--- src/rtl/rmc_pkg.sv ---
package rmc_pkg;
   typedef enum logic [2:0] {
      M_OFF  = 3'd0,
      M_HIB  = 3'd1,
      M_DOZE = 3'd2,
      M_WAKE = 3'd3,
      M_IDLE = 3'd4,
      M_WARM = 3'd5,
      M_RX   = 3'd6,
      M_TX   = 3'd7
   } rmc_mode_e;

   typedef enum logic [1:0] {
      OP_NONE = 2'b00,
      OP_HIB  = 2'b01,
      OP_DOZE = 2'b10,
      OP_RSVD = 2'b11
   } rmc_op_e;
endpackage

--- src/rtl/rmc_sync.sv ---
module rmc_sync #(
   parameter int STAGES  = 2,
   parameter bit RST_VAL = 1'b0
) (
   input  logic clk,
   input  logic rst_n,
   input  logic d,
   output logic q
);
   logic [STAGES-1:0] chain;

   if (STAGES < 2) begin : g_bad_stages
      $error("rmc_sync: STAGES must be at least 2");
   end

   for (genvar i = 0; i < STAGES; i++) begin : g_stage
      if (i == 0) begin : g_first
         always_ff @(posedge clk or negedge rst_n) begin
            if (!rst_n) chain[0] <= RST_VAL;
            else        chain[0] <= d;
         end
      end else begin : g_next
         always_ff @(posedge clk or negedge rst_n) begin
            if (!rst_n) chain[i] <= RST_VAL;
            else        chain[i] <= chain[i-1];
         end
      end
   end

   assign q = chain[STAGES-1];
endmodule

--- src/rtl/rmc_timer.sv ---
module rmc_timer #(
   parameter int W = 12
) (
   input  logic         clk,
   input  logic         rst_n,
   input  logic         load,
   input  logic [W-1:0] load_val,
   output logic         done
);
   logic [W-1:0] cnt;

   if (W < 1) begin : g_bad_width
      $error("rmc_timer: W must be positive");
   end

   always_ff @(posedge clk or negedge rst_n) begin
      if (!rst_n)          cnt <= '0;
      else if (load)       cnt <= load_val;
      else if (cnt != '0)  cnt <= cnt - 1'b1;
   end

   assign done = (cnt == '0);
endmodule

--- src/rtl/rmc_decode.sv ---
module rmc_decode
   import rmc_pkg::*;
(
   input  rmc_mode_e st,
   input  logic      alt_en,
   output logic      pad_oe,
   output logic      osc_en,
   output logic      spi_en,
   output logic      rx_en,
   output logic      tx_en,
   output logic      out_of_idle,
   output logic      busy_gpio
);
   always_comb begin
      pad_oe      = 1'b1;
      osc_en      = 1'b1;
      spi_en      = 1'b0;
      rx_en       = 1'b0;
      tx_en       = 1'b0;
      out_of_idle = 1'b0;
      unique case (st)
         M_OFF:  begin pad_oe = 1'b0; osc_en = 1'b0; end
         M_HIB:  osc_en = 1'b0;
         M_DOZE, M_WAKE: ;
         M_IDLE: spi_en = 1'b1;
         M_WARM: begin spi_en = 1'b1; out_of_idle = 1'b1; end
         M_RX:   begin spi_en = 1'b1; out_of_idle = 1'b1; rx_en = 1'b1; end
         M_TX:   begin spi_en = 1'b1; out_of_idle = 1'b1; tx_en = 1'b1; end
         default: ;
      endcase
      busy_gpio = out_of_idle & alt_en;
   end
endmodule

--- src/rtl/radio_pwr_seq.sv ---
module radio_pwr_seq
   import rmc_pkg::*;
#(
   parameter int WARM_CYCLES      = 2304,
   parameter int HIB_WAKE_CYCLES  = 64,
   parameter int DOZE_WAKE_CYCLES = 16,
   parameter int SYNC_STAGES      = 2
) (
   input  logic       clk,
   input  logic       rst_n,
   input  logic       attn_n,
   input  logic       rxtx_en,
   input  logic       mode_sel,
   input  logic       cmd_valid,
   input  logic [1:0] cmd_op,
   input  logic       timer_match,
   input  logic       alt_en,
   output logic       pad_oe,
   output logic       osc_en,
   output logic       spi_en,
   output logic       rx_en,
   output logic       tx_en,
   output logic       out_of_idle,
   output logic       busy_gpio,
   output logic [2:0] mode
);
   localparam int MAX_A = (WARM_CYCLES > HIB_WAKE_CYCLES) ? WARM_CYCLES : HIB_WAKE_CYCLES;
   localparam int MAX_CYC = (MAX_A > DOZE_WAKE_CYCLES) ? MAX_A : DOZE_WAKE_CYCLES;
   localparam int CW = $clog2(MAX_CYC + 1);

   if (WARM_CYCLES < 1 || HIB_WAKE_CYCLES < 1 || DOZE_WAKE_CYCLES < 1) begin : g_bad_cycles
      $error("radio_pwr_seq: every cycle count must be at least 1");
   end

   rmc_mode_e       st, nxt;
   logic            attn_s, rxtx_s, rxtx_prev, rise;
   logic            dir_q;
   logic            t_load, t_done;
   logic [CW-1:0]   t_val;

   rmc_sync #(.STAGES(SYNC_STAGES), .RST_VAL(1'b1)) u_sync_attn (
      .clk(clk), .rst_n(rst_n), .d(attn_n), .q(attn_s));

   rmc_sync #(.STAGES(SYNC_STAGES), .RST_VAL(1'b0)) u_sync_run (
      .clk(clk), .rst_n(rst_n), .d(rxtx_en), .q(rxtx_s));

   rmc_timer #(.W(CW)) u_timer (
      .clk(clk), .rst_n(rst_n), .load(t_load), .load_val(t_val), .done(t_done));

   assign rise = rxtx_s & ~rxtx_prev;

   always_comb begin
      nxt    = st;
      t_load = 1'b0;
      t_val  = '0;
      unique case (st)
         M_OFF:  nxt = M_IDLE;
         M_IDLE: begin
            if (rise) begin
               nxt    = M_WARM;
               t_load = 1'b1;
               t_val  = CW'(WARM_CYCLES - 1);
            end else if (cmd_valid && cmd_op == OP_HIB) begin
               nxt = M_HIB;
            end else if (cmd_valid && cmd_op == OP_DOZE) begin
               nxt = M_DOZE;
            end
         end
         M_HIB: begin
            if (!attn_s) begin
               nxt    = M_WAKE;
               t_load = 1'b1;
               t_val  = CW'(HIB_WAKE_CYCLES - 1);
            end
         end
         M_DOZE: begin
            if (!attn_s || timer_match) begin
               nxt    = M_WAKE;
               t_load = 1'b1;
               t_val  = CW'(DOZE_WAKE_CYCLES - 1);
            end
         end
         M_WAKE: if (t_done) nxt = M_IDLE;
         M_WARM: begin
            if (!rxtx_s)     nxt = M_IDLE;
            else if (t_done) nxt = dir_q ? M_TX : M_RX;
         end
         M_RX, M_TX: if (!rxtx_s) nxt = M_IDLE;
         default: nxt = M_IDLE;
      endcase
   end

   always_ff @(posedge clk or negedge rst_n) begin
      if (!rst_n) begin
         st        <= M_OFF;
         rxtx_prev <= 1'b0;
         dir_q     <= 1'b0;
      end else begin
         st        <= nxt;
         rxtx_prev <= rxtx_s;
         if (st == M_IDLE && rise) dir_q <= mode_sel;
      end
   end

   rmc_decode u_decode (
      .st(st), .alt_en(alt_en), .pad_oe(pad_oe), .osc_en(osc_en), .spi_en(spi_en),
      .rx_en(rx_en), .tx_en(tx_en), .out_of_idle(out_of_idle), .busy_gpio(busy_gpio));

   assign mode = st;

   always @(posedge clk) begin
      if (!rst_n) begin
         AST_OFF_QUIET: assert (!pad_oe && !osc_en && !spi_en && !rx_en && !tx_en && mode == 3'd0);
      end
   end

   AST_SLEEP_FROM_IDLE: assert property (@(posedge clk) disable iff (!rst_n)
      ((st == M_HIB || st == M_DOZE) && $past(st) != st) |-> $past(st) == M_IDLE);

   AST_BUSY_IGNORES_CMD: assert property (@(posedge clk) disable iff (!rst_n)
      (st inside {M_WARM, M_RX, M_TX} && cmd_valid) |=> !(st inside {M_HIB, M_DOZE}));

   AST_ATTN_WAKE: assert property (@(posedge clk) disable iff (!rst_n)
      (st inside {M_HIB, M_DOZE} && !attn_s) |=> st == M_WAKE);

   AST_TIMER_WAKE: assert property (@(posedge clk) disable iff (!rst_n)
      (st == M_DOZE && timer_match) |=> st == M_WAKE);

   AST_ACTIVE_AFTER_WARM: assert property (@(posedge clk) disable iff (!rst_n)
      (st inside {M_RX, M_TX} && $past(st) != st) |-> $past(st) == M_WARM);

   AST_RUN_LOW_CANCEL: assert property (@(posedge clk) disable iff (!rst_n)
      (st inside {M_WARM, M_RX, M_TX} && !rxtx_s) |=> st == M_IDLE);

   AST_RADIO_EXCL: assert property (@(posedge clk) disable iff (!rst_n)
      (rx_en || tx_en) |-> (osc_en && spi_en && !(rx_en && tx_en)));
endmodule

--- config.mk ---
export PLATFORM = sky130hd
export DESIGN_NAME = radio_pwr_seq
export DESIGN_NICKNAME = d
export VERILOG_FILES = /design/src/rtl/rmc_pkg.sv /design/src/rtl/rmc_sync.sv /design/src/rtl/rmc_timer.sv /design/src/rtl/rmc_decode.sv /design/src/rtl/radio_pwr_seq.sv
export SDC_FILE = /design/constraint.sdc
export NUM_CORES = 1
export LEC_CHECK = 0
export BUFFER_PORTS_ARGS = -buffer_cell sky130_fd_sc_hd__buf_4
export CORE_ASPECT_RATIO = 0.5
export CORE_UTILIZATION = 35
export CTS_CLUSTER_DIAMETER = 30
export DETAILED_ROUTE_END_ITERATION = 8
export MAX_ROUTING_LAYER = met4
export SLEW_MARGIN = 20
export SYNTH_ARGS = -nofsm -noshare
export SYNTH_HDL_FRONTEND = slang
export SYNTH_SLANG_ARGS = --single-unit
export TNS_END_PERCENT = 50
--- constraint.sdc ---
create_clock -name clk -period 1.87 [get_ports clk]
set_input_delay 0 -clock clk [delete_from_list [all_inputs] [get_ports clk]]
set_output_delay 0 -clock clk [all_outputs]
set_load 0.02 [all_outputs]
**After elaboration in Yosys (flattened, before gate mapping)**

Cells that the tools add are included.

- $add $sub $neg: 1
- Equal/unequal tests: 15
- Muxes and demuxes: 27
- Bitwise logic cells: 3
- Reduce and logical (&&, ||, !) cells: 14

Operator list:

| operator | number |
|---|---|
| 12-bit two-way mux | 3 |
| 12-bit one-hot mux with 3 select lines | 1 |
| 3-bit two-way mux | 9 |
| 3-bit one-hot mux with 7 select lines | 1 |
| 3-bit equality test, second input constant | 4 |
| 12-bit zero test | 1 |
| 12-bit nonzero test | 1 |
| 12-bit by 1-bit subtractor with 12-bit output, second input constant | 1 |
| 1-bit two-way mux | 10 |
| 2-bit inequality test, second input constant | 4 |
| 3-bit by 2-bit equality test with 1-bit output, second input constant | 2 |
| 6-bit two-way mux | 1 |
| 6-bit AND reduction | 1 |
| 4-bit two-way mux | 1 |
| 4-bit inequality test, second input constant | 1 |
| 2-bit OR reduction | 2 |
| 4-bit OR reduction | 1 |
| 3-bit by 1-bit equality test with 1-bit output, second input constant | 1 |
| 1-bit logical AND | 3 |
| 3-bit zero test | 1 |
| 3-bit inequality test, second input constant | 1 |
| 1-bit one-hot mux with 3 select lines | 1 |
| 3-bit OR reduction | 1 |
| 1-bit AND | 2 |
| 6 further kinds | 6 |

- Register bits: 21
- Input port bits: 10
- Output and inout bits: 10
- Word-level logic and storage cells: 68

**Logic depth before layout (Yosys ltp)**

Gate-level depths: netlist of run 1.

- Depth after elaboration: 6
- Depth in mapped cells: 7

**Hierarchy**

From an unflattened synthesis of run 1, not the netlist that was laid out.

- Cell total of the unflattened synthesis: 134
- Area total of the unflattened synthesis: 1365.1 sq um

Modules (own cells, without submodules):

| module | instances | cells each | area each (sq um) |
|---|---|---|---|
| rmc_timer | 1 | 72 | 730.7 |
| radio_pwr_seq | 1 | 51 | 480.5 |
| rmc_sync at u_sync_attn | 1 | 2 | 52.6 |
| rmc_decode | 1 | 7 | 51.3 |
| rmc_sync at u_sync_run | 1 | 2 | 50.0 |

**Worst setup path before layout of run 1**

Ideal clock, no wire load.

- Path kind: reg2reg
- From: reg u_timer.cnt[0]
- To: reg st[0], in the netlist mode[0]
- Library setup time: 128 ps
- Arrival: 1827 ps
- Setup slack: -85 ps
- Cell stages (with the launch flop): 8
- Buffers on the path: 0
- Period minus slack after synthesis: 1955 ps
- Path through: dfrtp_1 inv_1 ha_1 or3b_4 nor2_4 nand2_2 a311oi_2 mux2_1

- Cells in the longest elaborated chain, start to end: 3

RTL lines:

| element | line | RTL |
|---|---|---|
| start: declaration | rmc_timer.sv:10 | `logic [W-1:0] cnt;` |
| start signal: assignment | rmc_timer.sv:18 | `else if (load) cnt <= load_val;` |
| start signal: assignment | rmc_timer.sv:19 | `else if (cnt != '0) cnt <= cnt - 1'b1;` |
| 12-bit zero test (*) | rmc_timer.sv:22 | `assign done = (cnt == '0);` |
| 3-bit inequality test (no line) / 2-bit inequality test (equally long branches) | n/a |  |
| 6-bit AND reduction (no line) (*) | n/a |  |
| end signal: assignment | radio_pwr_seq.sv:99 | `st <= nxt;` |
| end: declaration | radio_pwr_seq.sv:35 | `rmc_mode_e st, nxt;` |

Mark *: on every way between the ends. The rest lies on a longest branch, timed or not.
A chain may end at the register's enable or synchronous reset.

**Worst setup path in the final report of run 1**

- From: reg u_timer.cnt[0]
- To: reg st[1], in the netlist mode[1]

The elaborated chain is that of the path after synthesis.

==> metrics.md, run 1 <==
| Metric | Value |
|---|---|
| Status | finished with violations |
| Failing checks | setup timing |
| H-tree levels | 1 |
| Worst slew margin | 0.7495 |
| I/O pin cnt | 20 |
| Critical Path RT | 2.02 ns |
| Largest net degree at the start of global routing | 22 |
| NumNets Final | 185 |
| Worst-Margin Slew | 0.3727 ns |
| Reg area | 528.0 um^2 |
| Crit share post-route | 1.070 |
| Leak Pwr | 0.7395 nW |
| Area delta synth->final | 36.87% |
| Grt ovf | 0 |
| Slew Viols, Final | 0 |
| Post-synth EDFFs | 0 |
| ANT nets after route | 0 |
| Crit path launch type | flip-flop |
| Layout filler cell count | 280 |
| TNS Setup | -0.2616 ns |
| Switching power | 0.0009885 W |
| Global-route wire length before repair | 4.712 mm |
| Post-Place Cells | 210 |
| Finished Layout Cells | 220 |
| Worst hold start | cmd_valid |
| Hold Fails Final Rpt | 0 |
| Vias in the first global route | 1061 |
| Multi-input combinational cell area | 683.2 um^2 |
| Switching part of the total | 0.4060 |
| Site Rows | 14 |
| Starting Density | 0.3863 |
| CP Capture Type | flip-flop |
| Final WS setup | -0.1313 ns |
| Pwr/cell area | 1452 nW/um^2 |
| Via-per-instance ratio | 4.941 |
| Final setup vio count | 2 |
| Gp weighted congestion | 0.8052 |
| Ys flop type | dfrtp_1 |
| Clk slew on worst S/H paths | 0.08 ns |
| WL per Instance | 12.64 um |
| Worst-path fanout max | 2 |
| Max Fclk | 499.7 MHz |
| Final routed DRC violation total | 0 |
| Die area | 3755 um^2 |
| Initial antenna violation count | 0 |
| Internal | 0.001446 W |
| Worst Clk Skew | 0.002621 ns |
| Cells after Synth | 128 |
| Peak VDD IR | 0.3839 mV |
| Worst EP arrival | 2.15 ns |
| CTS tree | done |
| Total inserted antenna cells | 0 |
| Max-cap violations | 0 |
| Synth warn | 0 |
| Async SR Flop Fraction | 1.000 |
| Mapped cell area | 1225 um^2 |
| Post-DP HPWL | 2.059 mm |
| Sequential fraction of the synthesis area | 0.4311 |
| Seq pwr share | 0.296 |
| WP buf/inv | 1 |
| Drt initial violations | 53 |
| Total track usage | 0.1728 |
| HP Class | input pin to flip-flop |
| CP peak stage delay | 0.39 ns |
| Reg-to-Reg Start | u_timer.cnt[0] |
| Worst skew pair latency | 0.26 ns |
| Syn_area_per_cell | 9.570 um^2 |
| Crit path kind | flip-flop to flip-flop |
| Clock power share | 0.125 |
| #FFs+latches synth | 21 |
| Placeable Area | 3171 um^2 |
| Critical path origin | u_timer.cnt[0] |
| WL final | 2.781 mm |
| Crit-path slowest cell | dfrtp_1 |
| Die span in y | 43.83 um |
| TritonCTS Sinks | 21 |
| # port buffers | 19 |
| Worst path cell trace | inv_2 > ha_4 > or3b_4 > nor2_4 > nand2_2 > a311oi_4 > mux2_4 |
| Crit-path leading delay family | simple AND/OR/NAND/NOR gates |
| RSZ-0062 raised after global routing | yes |
| Yosys cell types | 46 |
| Total CTS buffers | 3 |
| Via count | 1087 |
| CTS Buffer Depth | 2 |
| Clock root cell | clkbuf_8 |
| Combinational power share | 0.579 |
| Pre-antenna DRT Iters | 4 |
| Share of cells above drive strength 1 | 0.3895 |
| Final Critical Period | 2.001 ns |
| Syn Nets | 140 |
| Die Wd | 85.67 um |
==> path summary, 6_finish.rpt <==
| kind | endpoint | slack (ns) | cells past startpoint |
|---|---|---|---|
| worst max-delay path | mode[1] | -0.13 | 7 |
| worst min-delay path | mode[2] | 0.07 | 3 |
| worst max register to register | mode[1] | -0.13 | 7 |
| worst min register to register | u_sync_attn.q | 0.36 | 0 |
| max in group asynchronous | u_sync_attn.q | 1.44 | 2 |
| min in group asynchronous | u_timer.cnt[0] | 0.15 | 2 |
==> worst reg2reg max path, cell delays in order, from the launching register on <==
cell and delay (ns):
dfrtp_1 0.39, inv_2 0.08, ha_4 0.13, or3b_4 0.39, nor2_4 0.13, nand2_2 0.09, a311oi_4 0.34, mux2_4 0.33
==> layer usage <==
layer | global-route usage | wire (um) | vias up
met5 | - | 0 | -
met4 | 0.04000 | 4 | 0
met3 | 0.04571 | 163 | 2
met2 | 0.2928 | 1305 | 43
met1 | 0.2102 | 1309 | 508
li1 | - | - | 534
==> Yosys cell counts (2+ instances only) <==
cell type | number | area [um^2]
dfrtp_1 | 19 | 475.5
nand2_1 | 14 | 52.55
nor2_1 | 13 | 48.80
nor3_1 | 6 | 30.03
xnor2_1 | 6 | 52.55
a21oi_1 | 5 | 25.02
o21ai_0 | 4 | 20.02
inv_1 | 3 | 11.26
nand2b_1 | 3 | 18.77
nand3b_1 | 3 | 22.52
o211ai_1 | 3 | 22.52
o31ai_1 | 3 | 22.52
or2_2 | 3 | 18.77
xor2_1 | 3 | 26.28
and3_1 | 2 | 12.51
dfstp_2 | 2 | 52.55
ha_1 | 2 | 25.02
mux2_1 | 2 | 22.52
mux2i_1 | 2 | 20.02
nand3_1 | 2 | 10.01
nor2b_1 | 2 | 12.51
nor4_1 | 2 | 12.51
==> final cells by class <==
cell class / count / area share
Inverter: 4 / 0.008955
Clock inverter: 1 / 0.002985
Timing Repair Buffer: 44 / 0.2052
Sequential cell: 21 / 0.3149
Clock buffer: 3 / 0.02463
Tap cell: 48 / 0.03582
Multi-Input combinational cell: 99 / 0.4075
==> power by group through the flow <==
stage	registers (W)	logic (W)	clock network, W
3_5_place_dp	0.000720	0.00129	0
6_report	0.000720	0.00141	0.000304
3_3_place_gp	0.000722	0.00126	0
5_1_grt	0.000740	0.00154	0.000339
4_1_cts	0.000716	0.00130	0.000310
2_1_floorplan	0.000760	0.000766	0
==> cells by family (layout without fill, tap and decap cells) <==
kind of cell    Yosys count  count (layout)  synth area share
simple gates             63              63            0.2952
compound gates           21              21            0.1175
fa+ha+maj                 2               2           0.02043
buf+inv                   8              52           0.03676
flops                    21              21            0.4311
xor+xnor                  9               9           0.06435
mux                       4               4           0.03473
==> repair_timing <==
item | in CTS | in global routing
cloned | 0 | 0
gates resized for setup | 0 | 8
setup buffers | 0 | 2
endpoints found under the setup margin | 2 | 7
hold endpoints to repair | 24 | 0
pin swaps | 0 | 5
hold buffers | 4 | 0
==> flip-flops by register name, indices dropped and copies added (netlist names) <==
| register | count |
|---|---|
| dir_q | 1 |
| mode | 3 |
| rxtx_prev | 1 |
| u_sync_attn.chain | 1 |
| u_sync_attn.q | 1 |
| u_sync_run.chain | 1 |
| u_sync_run.q | 1 |
| u_timer.cnt | 12 |
==> cells in the final DEF, fill, tap and decap left out, types with 4 or more instances in the layout <==
cell type,netlist,layout
nor2_1,13,13
nand2_1,14,14
buf_4,1,39
a21oi_1,5,5
nor3_1,6,6
dlygate4sd3_1,0,4
xnor2_1,6,6
dfrtp_1,19,19
==> metrics by stage <==
step | util | hold WS (ns) | setup slack (ns) | total power (W) | cell area [um^2]
2_1_floorplan | - | -0.2956 | -0.02114 | 0.001526 | 1225
3_3_place_gp | 0.4858 | -0.1032 | -0.01047 | 0.001981 | 1540
3_5_place_dp | 0.4858 | -0.09914 | -0.09754 | 0.002011 | 1540
4_1_cts | 0.5130 | 0.06234 | -0.1147 | 0.002324 | 1627
5_1_grt | 0.5288 | 0.07764 | -0.1959 | 0.002619 | 1677
6_report | 0.5288 | 0.06568 | -0.1313 | 0.002435 | 1677
Note: power is estimated with default switching activity, not from simulation.
==> run 2, diff against run 1 <==
CORE_MARGIN = 3   (was default)
==> run 2 against run 1 <==
Net effect:
- the flow still finishes with violations (setup timing)
- first-iteration DRC count fell by 49%
- core utilization is 1.9 points higher
- worst setup slack improved by 0.015 ns
- sequential share of layout area decreased by 1.1 points
==> metrics.md, run 2 (same netlist as run 1, synthesis figures left out) <==
| Metric | Value |
|---|---|
| Total CTS buffers | 3 (unchanged) |
| Initial antenna violation count | 0 (unchanged) |
| Slew Viols, Final | 0 (unchanged) |
| Worst EP arrival | 2.14 ns (about the same) |
| WP buf/inv | 1 (unchanged) |
| Hold slack | 0.06464 ns (-0.001039 ns) |
| Most frequent cells in the layout | 45 x buf_4, 19 x dfrtp_1, 14 x nand2_1 |
| I/O pin cnt | 20 (unchanged) |
| Global-route wire length before repair | 4.664 mm (-1.0%) |
| Crit-path leading delay family | simple AND/OR/NAND/NOR gates |
| Most common cell after layout, fill and taps aside | buf_4 |
| Status | finished with violations |
| WL final | 2.930 mm (+5.4%) |
| Crit share post-route | 1.062 (-0.008165) |
| H-tree levels | 1 (unchanged) |
| Worst-path fanout max | 2 (unchanged) |
| Final routed DRC violation total | 0 (unchanged) |
| Final WS setup | -0.1160 ns (+0.01527 ns) |
| ANT nets after route | 0 (unchanged) |
| # port buffers | 19 (unchanged) |
| Largest net degree at the start of global routing | 22 (unchanged) |
| Die Wd | 89.67 um (+4.7%) |
| Final setup vio count | 9 (+7) |
| Worst slew margin | 0.7468 (-0.002680) |
| Worst-Margin Slew | 0.3767 ns (+0.003986 ns) |
| Leak Pwr | 0.7755 nW (+4.9%) |
| Placeable Area | 3171 um^2 (unchanged) |
| Die span in y | 47.83 um (+9.1%) |
| Pre-antenna DRT Iters | 4 (unchanged) |
| Gp weighted congestion | 0.7672 (-4.7%) |
| Peak VDD IR | 0.3847 mV (+0.21%) |
| CP Capture Type | flip-flop |
| Starting Density | 0.3863 (unchanged) |
| Clock root cell | clkbuf_8 |
| Clk slew on worst S/H paths | 0.08 ns (about the same) |
| Critical Path RT | 2.02 ns (about the same) |
| Final Critical Period | 1.986 ns (-0.01527 ns) |
| Via-per-instance ratio | 4.780 (-3.3%) |
| Via count | 1085 (-0.18%) |
| Vias in the first global route | 1025 (-3.4%) |
| Number of flip-flops in the largest register | 12 (unchanged) |
| HP Class | input pin to flip-flop |
| Worst skew pair latency | 0.26 ns (about the same) |
| Worst Clk Skew | 0.005750 ns (+0.003130 ns) |
| Crit path kind | flip-flop to flip-flop |
| CTS Buffer Depth | 2 (unchanged) |
| Total track usage | 0.1490 (-0.02379) |
| Crit-path slowest cell | dfrtp_1 |
| Finished Layout Cells | 227 (+3.2%) |
| Area delta synth->final | 41.88% |
| Post-Place Cells | 214 (+1.9%) |
| TritonCTS Sinks | 21 (unchanged) |
| Post-layout power | 0.002475 W (+1.7%) |
| Drt initial violations | 27 (-49%) |
| Site Rows | 14 (unchanged) |
| Top reg by flops | u_timer.cnt |
| CTS tree | done |
| RSZ-0062 raised after global routing | yes |
| Share of cells above drive strength 1 | 0.4190 (+0.02946) |
| Hold Fails Final Rpt | 0 (unchanged) |
| Worst path cell trace | inv_2 > ha_4 > or3b_4 > nor2_4 > nand2_2 > a311oi_4 > mux2_4 |
| Pwr/cell area | 1424 nW/um^2 (-1.9%) |
| Failing checks | setup timing |
| Max-cap violations | 0 (unchanged) |
| Die area | 4289 um^2 (+14%) |
| Crit path launch type | flip-flop |
| Post-DP HPWL | 2.116 mm (+2.8%) |
| WL per Instance | 12.91 um (+2.1%) |
| CP peak stage delay | 0.39 ns (about the same) |
| Total inserted antenna cells | 0 (unchanged) |
| NumNets Final | 192 (+3.8%) |
| Grt ovf | 0 (unchanged) |
| Layout filler cell count | 304 (+8.6%) |
| Max Fclk | 503.5 MHz (+0.77%) |
[run 2: cell types whose count changed in the layout (fill, tap and decap cells not counted)]
| cell | delta |
|---|---|
| nor3_2 | +1 |
| buf_4 | +6 |
| nor3_1 | -1 |
| buf_6 | +1 |
[run 2: cell type report]
type	count	area (um^2)	area share
repair buffers	51	400.4	0.2304
well taps	48	60.06	0.03456
clock buffers	3	41.29	0.02376
flip-flops and latches	21	528.0	0.3038
inverters	4	15.01	0.008639
clock inverters	1	5.005	0.002880
multi-input cells	99	688.2	0.3960
[run 2: path summary, 6_finish.rpt]
| kind | start | depth (start not counted) | endpoint | slack [ns] |
|---|---|---|---|---|
| max | u_timer.cnt[0] | 7 | mode[0] | -0.12 |
| min | cmd_valid | 3 | mode[2] | 0.06 |
| max reg2reg | u_timer.cnt[0] | 7 | mode[0] | -0.12 |
| min reg2reg | u_sync_run.chain[0] | 0 | u_sync_run.q | 0.36 |
| max in group asynchronous | rst_n | 2 | u_sync_attn.q | 1.44 |
| min in group asynchronous | rst_n | 2 | u_timer.cnt[4] | 0.16 |
[run 2: tightest hold or removal path, cell delays in order]
cell     delay, ns
buf_4         0.09
nand2_1       0.04
o32a_1        0.15
[run 2: report_power, final]
group	internal [W]	switching [W]	total, W	leakage [nW]
registers	0.000597	0.000130	0.000727	0.243
logic	0.000741	0.000708	0.00145	0.507
clock network	0.000148	0.000151	0.000300	0.0255
total	0.00149	0.000989	0.00248	0.776
[run 2: metal layers]
| metal | track usage | vias to the layer above | wire length (um) |
|---|---|---|---|
| met5 | - | - | 0 |
| met4 | 0.03264 | 0 | 29 |
| met3 | 0.02921 | 4 | 116 |
| met2 | 0.2442 | 26 | 1330 |
| met1 | 0.1944 | 508 | 1452 |
| li1 | - | 547 | - |
[run 2: through the flow]
step	instance area (um^2)	util	setup TNS [ns]	worst slack (ns)
2_1_floorplan	1225	-	-0.04229	-0.02114
3_3_place_gp	1570	0.4953	0	0.003587
3_5_place_dp	1570	0.4953	-0.1416	-0.07220
4_1_cts	1657	0.5225	-0.1749	-0.09253
5_1_grt	1738	0.5481	-1.311	-0.1836
6_report	1738	0.5481	-0.5381	-0.1160
[run 2: what timing repair did]
action	4_1_cts	5_1_grt
buffers inserted	0	5
hold endpoints to repair	24	0
setup endpoints to repair	2	7
resized for setup	0	10
hold buffers	4	0
pin swaps	0	6
